$ cat src/rtl/dbgq_pkg.sv
// Shared constants for the debug event qualification unit.
// Assumes event bit positions are identical in the enable and status vectors.
package dbgq_pkg;
    localparam int EV_N      = 6;          // number of status bits
    localparam int EN_N      = 5;          // number of enable bits (unconditional has none)
    localparam int B_BRANCH  = 0;
    localparam int B_TRAP    = 1;
    localparam int B_RET     = 2;
    localparam int B_DONE    = 3;
    localparam int B_IRQ     = 4;
    localparam int B_UDE     = 5;

    typedef enum logic [1:0] {
        RK_NORMAL   = 2'b00,
        RK_CRITICAL = 2'b01,
        RK_MCHECK   = 2'b10
    } ret_kind_e;
endpackage

$ cat src/rtl/dbgq_gate.sv
// Combinational qualification of one cycle's debug event strobes.
// Assumes strobes, enables and mode bits are all valid in the same cycle.
module dbgq_gate
    import dbgq_pkg::*;
(
    input  logic            ev_branch,
    input  logic            ev_trap,
    input  logic            ev_ret,
    input  logic [1:0]      ret_kind,
    input  logic            ev_done,
    input  logic            ev_irq,
    input  logic            irq_critical,
    input  logic            ev_ude,
    input  logic [EN_N-1:0] en,
    input  logic            msr_de,
    input  logic            mode_int,
    input  logic            mode_ext,
    input  logic            mode_wait,
    output logic [EV_N-1:0] qual
);
    logic other_mode;
    logic mask_std;
    logic mask_crit;
    logic ret_crit;

    // Derive the two suppression conditions shared by the event rules.
    always_comb begin
        other_mode = mode_ext | mode_wait;
        mask_crit  = mode_int & ~other_mode;
        mask_std   = mask_crit & ~msr_de;
        ret_crit   = (ret_kind != RK_NORMAL);
    end

    // Apply each event's own enable and suppression rule.
    always_comb begin
        qual           = '0;
        qual[B_BRANCH] = ev_branch & en[B_BRANCH] & ~mask_std;
        qual[B_TRAP]   = ev_trap   & en[B_TRAP];
        qual[B_RET]    = ev_ret    & en[B_RET] & (~ret_crit | ~mask_std);
        qual[B_DONE]   = ev_done   & en[B_DONE] & ~mask_std;
        qual[B_IRQ]    = ev_irq    & en[B_IRQ] & (~irq_critical | ~mask_crit);
        qual[B_UDE]    = ev_ude;
    end
endmodule

$ cat src/rtl/dbgq_status.sv
// Sticky status register: qualified events set bits, a write of ones clears them.
// Assumes a set and a clear of the same bit in one cycle resolve to set.
module dbgq_status #(
    parameter int W = 6
) (
    input  logic         clk,
    input  logic         rst_n,
    input  logic [W-1:0] set_vec,
    input  logic         clr_wr,
    input  logic [W-1:0] clr_mask,
    output logic [W-1:0] stat_q,
    output logic [W-1:0] stat_d
);
    for (genvar i = 0; i < W; i++) begin : g_bit
        // Next value of one bit: new event wins over a clear.
        always_comb begin
            stat_d[i] = set_vec[i] | (stat_q[i] & ~(clr_wr & clr_mask[i]));
        end

        // Hold one sticky bit, cleared by synchronous reset.
        always_ff @(posedge clk) begin
            if (!rst_n) stat_q[i] <= 1'b0;
            else        stat_q[i] <= stat_d[i];
        end
    end
endmodule

$ cat src/rtl/dbgq_req.sv
// Registered debug interrupt request generation.
// Assumes stat_d is the status value that takes effect at this edge.
module dbgq_req #(
    parameter int W = 6
) (
    input  logic         clk,
    input  logic         rst_n,
    input  logic [W-1:0] stat_d,
    input  logic         mode_int,
    input  logic         msr_de,
    output logic         req_q
);
    // Request only in internal mode with debug-enable set and a pending event.
    always_ff @(posedge clk) begin
        if (!rst_n) req_q <= 1'b0;
        else        req_q <= mode_int & msr_de & (|stat_d);
    end
endmodule

$ cat src/rtl/dbgq_unit.sv
// Top of the debug event qualification unit.
// Assumes all inputs are synchronous to clk; reset is synchronous, active low.
module dbgq_unit
    import dbgq_pkg::*;
(
    input  logic            clk,
    input  logic            rst_n,
    input  logic            ev_branch,
    input  logic            ev_trap,
    input  logic            ev_ret,
    input  logic [1:0]      ret_kind,
    input  logic            ev_done,
    input  logic            ev_irq,
    input  logic            irq_critical,
    input  logic            ev_ude,
    input  logic [EN_N-1:0] en,
    input  logic            msr_de,
    input  logic            mode_int,
    input  logic            mode_ext,
    input  logic            mode_wait,
    input  logic            clr_wr,
    input  logic [EV_N-1:0] clr_mask,
    output logic [EV_N-1:0] status,
    output logic            dbg_irq
);
    logic [EV_N-1:0] qual;
    logic [EV_N-1:0] stat_d;

    dbgq_gate u_gate (
        .ev_branch    (ev_branch),
        .ev_trap      (ev_trap),
        .ev_ret       (ev_ret),
        .ret_kind     (ret_kind),
        .ev_done      (ev_done),
        .ev_irq       (ev_irq),
        .irq_critical (irq_critical),
        .ev_ude       (ev_ude),
        .en           (en),
        .msr_de       (msr_de),
        .mode_int     (mode_int),
        .mode_ext     (mode_ext),
        .mode_wait    (mode_wait),
        .qual         (qual)
    );

    dbgq_status #(.W(EV_N)) u_status (
        .clk      (clk),
        .rst_n    (rst_n),
        .set_vec  (qual),
        .clr_wr   (clr_wr),
        .clr_mask (clr_mask),
        .stat_q   (status),
        .stat_d   (stat_d)
    );

    dbgq_req #(.W(EV_N)) u_req (
        .clk      (clk),
        .rst_n    (rst_n),
        .stat_d   (stat_d),
        .mode_int (mode_int),
        .msr_de   (msr_de),
        .req_q    (dbg_irq)
    );
endmodule

$ cat config.mk
export PLATFORM = sky130hd
export DESIGN_NAME = dbgq_unit
export DESIGN_NICKNAME = d
export VERILOG_FILES = /design/src/rtl/dbgq_pkg.sv /design/src/rtl/dbgq_gate.sv /design/src/rtl/dbgq_status.sv /design/src/rtl/dbgq_req.sv /design/src/rtl/dbgq_unit.sv
export SDC_FILE = /design/constraint.sdc
export NUM_CORES = 1
export LEC_CHECK = 0
export ABC_CLOCK_PERIOD_IN_PS = 1500
export CORE_AREA = 2 2 39 41
export CTS_BUF_LIST = sky130_fd_sc_hd__clkbuf_8
export DETAILED_ROUTE_END_ITERATION = 8
export DIE_AREA = 0 0 41 43
export PLACE_DENSITY = 0.73
export SLEW_MARGIN = 10
export SYNTH_ARGS = -nofsm -noshare
export SYNTH_HDL_FRONTEND = slang
export SYNTH_SLANG_ARGS = --single-unit
$ cat constraint.sdc
create_clock -name clk -period 1.5 [get_ports clk]
set_input_delay 0.3 -clock clk [delete_from_list [all_inputs] [get_ports clk]]
set_output_delay 0.3 -clock clk [all_outputs]
set_load 0.02 [all_outputs]
---- Yosys cells after proc, flatten, opt, wreduce, memory -nomap -nowiden ----
Index checks and enable logic that the tools add are counted.
word-level totals
  logic and storage cells ................. 55
  register bits after elaboration ......... 7
  output and inout bits ................... 7
cells by class
  bitwise operators ....................... 46
  reduce and logical (&&, ||, !) cells .... 2
operator list
  operator            count
  1-bit bitwise AND   25
  1-bit NOT           12
  1-bit OR            9
  6-bit OR reduction  1
  2-bit nonzero test  1

---- Longest topological paths before layout ----
Gate-level depths: netlist of the first run.
  depth in word-level cells ............... 10
  gate-level depth with buffers ........... 4
  depth with buffers taken out ............ 4

---- Cells and area by module ----
From an unflattened synthesis of the first run, not the netlist that was laid out.
unflattened totals
  cell total of the unflattened synthesis .. 45
  area total of the unflattened synthesis .. 384.1 µm²
by module, submodules not included
  module       sequential area each (µm²)  cells an instance  instances  area an instance (µm²)
  dbgq_status  120.1                       30                 1          277.8
  dbgq_gate    0.0                         10                 1          66.3
  dbgq_req     20.0                        5                  1          40.0

---- Worst setup path after synthesis of the first run ----
No wires, ideal clock.
  path type ............................... input-to-reg
  start point ............................. in msr_de
  end point ............................... reg u_req.req_q
  data required time ...................... 1.378 ns
  setup slack ............................. 0.085 ns
  stages on the path ...................... 4
  buffers on the path ..................... 0
  arrival ................................. 1.293 ns
  cell sequence ........................... or4b_4 -> a32oi_1 -> and4_1 -> a21oi_2
between the ends
  word-level cells in the longest chain between the ends .. 8
ends and longest elaborated chain
  what                    RTL line                                           text
  start: declaration      dbgq_unit.sv:17                                    input logic msr_de,
  1-bit NOT               dbgq_gate.sv:30                                    mask_std = mask_crit & ~msr_de;
  1-bit bitwise AND       dbgq_gate.sv:30
  1-bit NOT               dbgq_gate.sv:37, dbgq_gate.sv:39, dbgq_gate.sv:40
  1-bit OR                dbgq_gate.sv:39                                    qual[B_RET] = ev_ret & en[B_RET] & (~ret_crit | ~mask_std);
  1-bit bitwise AND       dbgq_gate.sv:39
  1-bit OR                dbgq_status.sv:17                                  stat_d[i] = set_vec[i] | (stat_q[i] & ~(clr_wr & clr_mask[i]));
  6-bit OR reduction      dbgq_req.sv:16                                     else req_q <= mode_int & msr_de & (|stat_d);
  1-bit bitwise AND *     dbgq_req.sv:16
  end signal: assignment  dbgq_req.sv:16
  end: declaration        dbgq_req.sv:11                                     output logic req_q
Every way passes the cells marked *; elsewhere a longest branch is shown, timed or not.
A chain may end at the register's enable or synchronous reset.

---- Final worst setup path of the first run ----
  start point ............................. reg u_status.stat_q[2]
  end point ............................... out status[2]
RTL lines
  what                              RTL line           text
  start: declaration                dbgq_status.sv:11  output logic [W-1:0] stat_q,
  start signal: indexed assignment  dbgq_status.sv:23  else stat_q[i] <= stat_d[i];
  end: declaration                  dbgq_unit.sv:23    output logic [EV_N-1:0] status,
No word-level cell between the ends.

==> results of run 1 <==
-- sequential cells by signal, indices dropped and copies added, names as in the netlist --
| signal | count |
|---|---|
| u_req.req_q | 1 |
| u_status.stat_q | 6 |
-- kinds of logic (layout without fill, tap and decap cells) --
group | after synthesis | after routing | share of synthesized area (%)
AO/OA/AOI/OAI | 10 | 10 | 27.5
AND/OR/NAND/NOR | 14 | 14 | 29.1
flip-flops | 7 | 7 | 43.4
buffers and inverters | 0 | 39 | 0
-- per-layer routing --
metal | track usage (%) | up-vias | share of wire [%]
met5 | 0 | - | 0
met4 | 6.00 | 0 | 0.89
met3 | 5.76 | 2 | 9.6
met2 | 22.8 | 19 | 51
met1 | 13.6 | 194 | 39
li1 | - | 200 | -
-- layout by cell type (no fill, tap or decap), drive strengths merged --
master	synthesis	layout
clkdlybuf4s50	0	24
dfxtp	7	7
nand2	4	4
a32oi	4	4
clkdlybuf4s15	0	4
dlymetal6s2s	0	4
clkbuf	0	3
a21boi	2	2
o21a	2	2
nor2b	2	2
and2b	2	2
buf	0	2
or4b	1	1
o21bai	1	1
or4bb	1	1
and2	1	1
nor4	1	1
and4	1	1
nand3	1	1
a21oi	1	1
inv	0	1
dlygate4sd2	0	1
-- layout make-up --
class                           count  area [µm²]
Clock buffer                        3        41.3
Fill cell                         128         608
Sequential cell                     7         140
Timing Repair Buffer               35         354
Multi-Input combinational cell     24         216
Tap cell                           16        20.0
Clock inverter                      1        3.75
-- power breakdown --
part	switching [W]	internal, W	total [W]	leakage [nW]
registers	0.00000630	0.000199	0.000205	0.0579
logic	0.0000552	0.000101	0.000156	0.264
clock network	0.0000824	0.000177	0.000259	0.0269
total	0.000144	0.000476	0.000620	0.349
-- worst paths after layout --
path / endpoint / cells past startpoint / from / slack, ns
worst max register to register: u_req.req_q / 4 / u_status.stat_q[1] / 0.36
worst max-delay path: status[2] / 1 / u_status.stat_q[2] / 0.03
worst min register to register: u_status.stat_q[2] / 2 / u_status.stat_q[2] / 0.54
worst min-delay path: u_req.req_q / 3 / msr_de / 0.42
-- metrics by stage --
| stage | total power (W) | instances | TNS, ns | cell area (µm²) |
|---|---|---|---|---|
| finish | 0.000620 | 86 | 0 | 776 |
| CTS | 0.000614 | 86 | 0 | 742 |
| floorplan | 0.000251 | 31 | 0 | 323 |
| detailed placement | 0.000357 | 82 | -1.70 | 688 |
| global placement | 0.000357 | 82 | -1.64 | 688 |
| global route | 0.000644 | 86 | -0.0339 | 776 |
-- repair_timing --
action                     in CTS  in global routing
pin swaps                       8                  6
cloned                          0                  0
hold buffers                    0                  0
gates resized for setup         7                 10
setup endpoints to repair       4                  4
==> impl_metrics.py, run 1 <==
metrics = {
    "timing": {
        "setup_violations": 0,
        "fmax_ghz": 0.682,
        "fin_ws_ns": 0.0345,
        "fin_crit_sh_pct": 97.7,
        "timing.hold.ws_ns": 0.422,
        "relSlewSlack_pct": 77.6,
        "period_needed_ns": 1.47,
        "tightest_slew_ns": 0.333,
        "hold_violations": 0,
        "report.final.slew_viol_count": 0,
        "fin_skew_ns": 0.00228,
    },
    "synth": {
        "synth_warnings": 0,
        "syn_area_per_cell_um2": 10.4,
        "synth_area_um2": 323,
        "ys_ff_latch": 7,
        "synth_area_leaders": "dfxtp_1, a32oi_1, a32oi_2",
        "synth-edff-count": 0,
        "syn_inst": 31,
        "yosys_most_used_dff": "dfxtp_1",
        "ys_seq_area_share_pct": 43.4,
        "synthDistinctLibCells": 16,
        "async_flop_share_pct": 0,
        "synthesis.nets": 58,
        "yosysMostFrequentCell": "dfxtp_1",
        "synth_top_area_share_pct": 43.4,
        "yosys.area.top_type": "dfxtp_1",
        "netlist_top_cells_count": "dfxtp_1, nand2_1, a32oi_1",
    },
    "cts": {
        "cts_buffers": 3,
        "cts_tree": "built",
        "h-tree-depth": 1,
        "cts_setup_buffers": 0,
        "clock-sinks": 7,
        "clk-insertion-delay-late_ns": 0.23,
        "clockRootBuffer": "clkbuf_8",
        "clkTransAtPathRegs_ns": 0.04,
        "cts_buffer_depth": 2,
    },
    "critical_path": {
        "cp_slowest_stage_delay_ns": 0.61,
        "critPathCaptureType": "output pin",
        "setup.worst_path.start_class": "flop",
        "cp_slowest_cell": "clkdlybuf4s50_1",
        "crit_fanout": 2,
        "critPathArrivalTime_ns": 1.17,
        "critical_path_buf_inv_count": 1,
        "path_cells": "clkdlybuf4s50_1",
        "critPathTopFamily": "buffers and inverters",
        "critPathKind": "reg2out",
        "crit_required_ns": 1.20,
    },
    "die": {
        "die-width_um": 41,
        "die_h_um": 43,
        "dieArea_um2": 1760,
        "start_util_pct": 23.3,
        "io_pins": 34,
        "core_area_um2": 1380,
        "rows": 14,
    },
    "cells_and_area": {
        "syn2layout_area_growth_pct": 140,
        "drive_above_1_share_pct": 17.1,
        "layout.nets": 98,
        "diodes": 0,
        "final_util_pct": 56.1,
    },
    "flow_run": {
        "max-cap-violations": 0,
    },
    "detailed_routing": {
        "drt-pass1-iter-count": 4,
        "drc": 0,
        "post_drt_wl_per_cell_um": 13.0,
        "vias": 415,
        "antenna_left": 0,
        "viasPerCell": 4.83,
        "drt_wl_total_um": 1120,
        "initialDrtViolationCount": 3,
    },
    "grt": {
        "grt_pass1_wl_um": 1590,
        "grt_overflow": 0,
        "antenna_found_initial": 0,
        "grt_pass1_vias": 434,
        "track_usage_pct": 13.6,
        "grt_max_degree": 8,
    },
    "placement": {
        "portBuffers": 33,
        "gp_congestion": 0.795,
        "post-place-ws_ns": -0.435,
        "place_hpwl_um": 811,
    },
    "worst_hold_path": {
        "min_path_type": "in2reg",
    },
    "run_status": {
        "status": "finished, final reports clean",
    },
    "pwr": {
        "ir_drop_v": 0.000357,
        "cellPowerDensity_nw_per_um2": 800,
        "leakage_nw": 0.349,
    },
}
(Power assumes the default switching activity.)
==> run 2, diff against run 1 <==
--- a/config.mk
+++ b/config.mk
@@ -11,7 +11,6 @@
 export DETAILED_ROUTE_END_ITERATION = 8
 export DIE_AREA = 0 0 41 43
 export PLACE_DENSITY = 0.73
-export SLEW_MARGIN = 10
 export SYNTH_ARGS = -nofsm -noshare
 export SYNTH_HDL_FRONTEND = slang
 export SYNTH_SLANG_ARGS = --single-unit
==> results of run 2 <==
No change in the layout: final DEF, timing and power equal those of run 1.
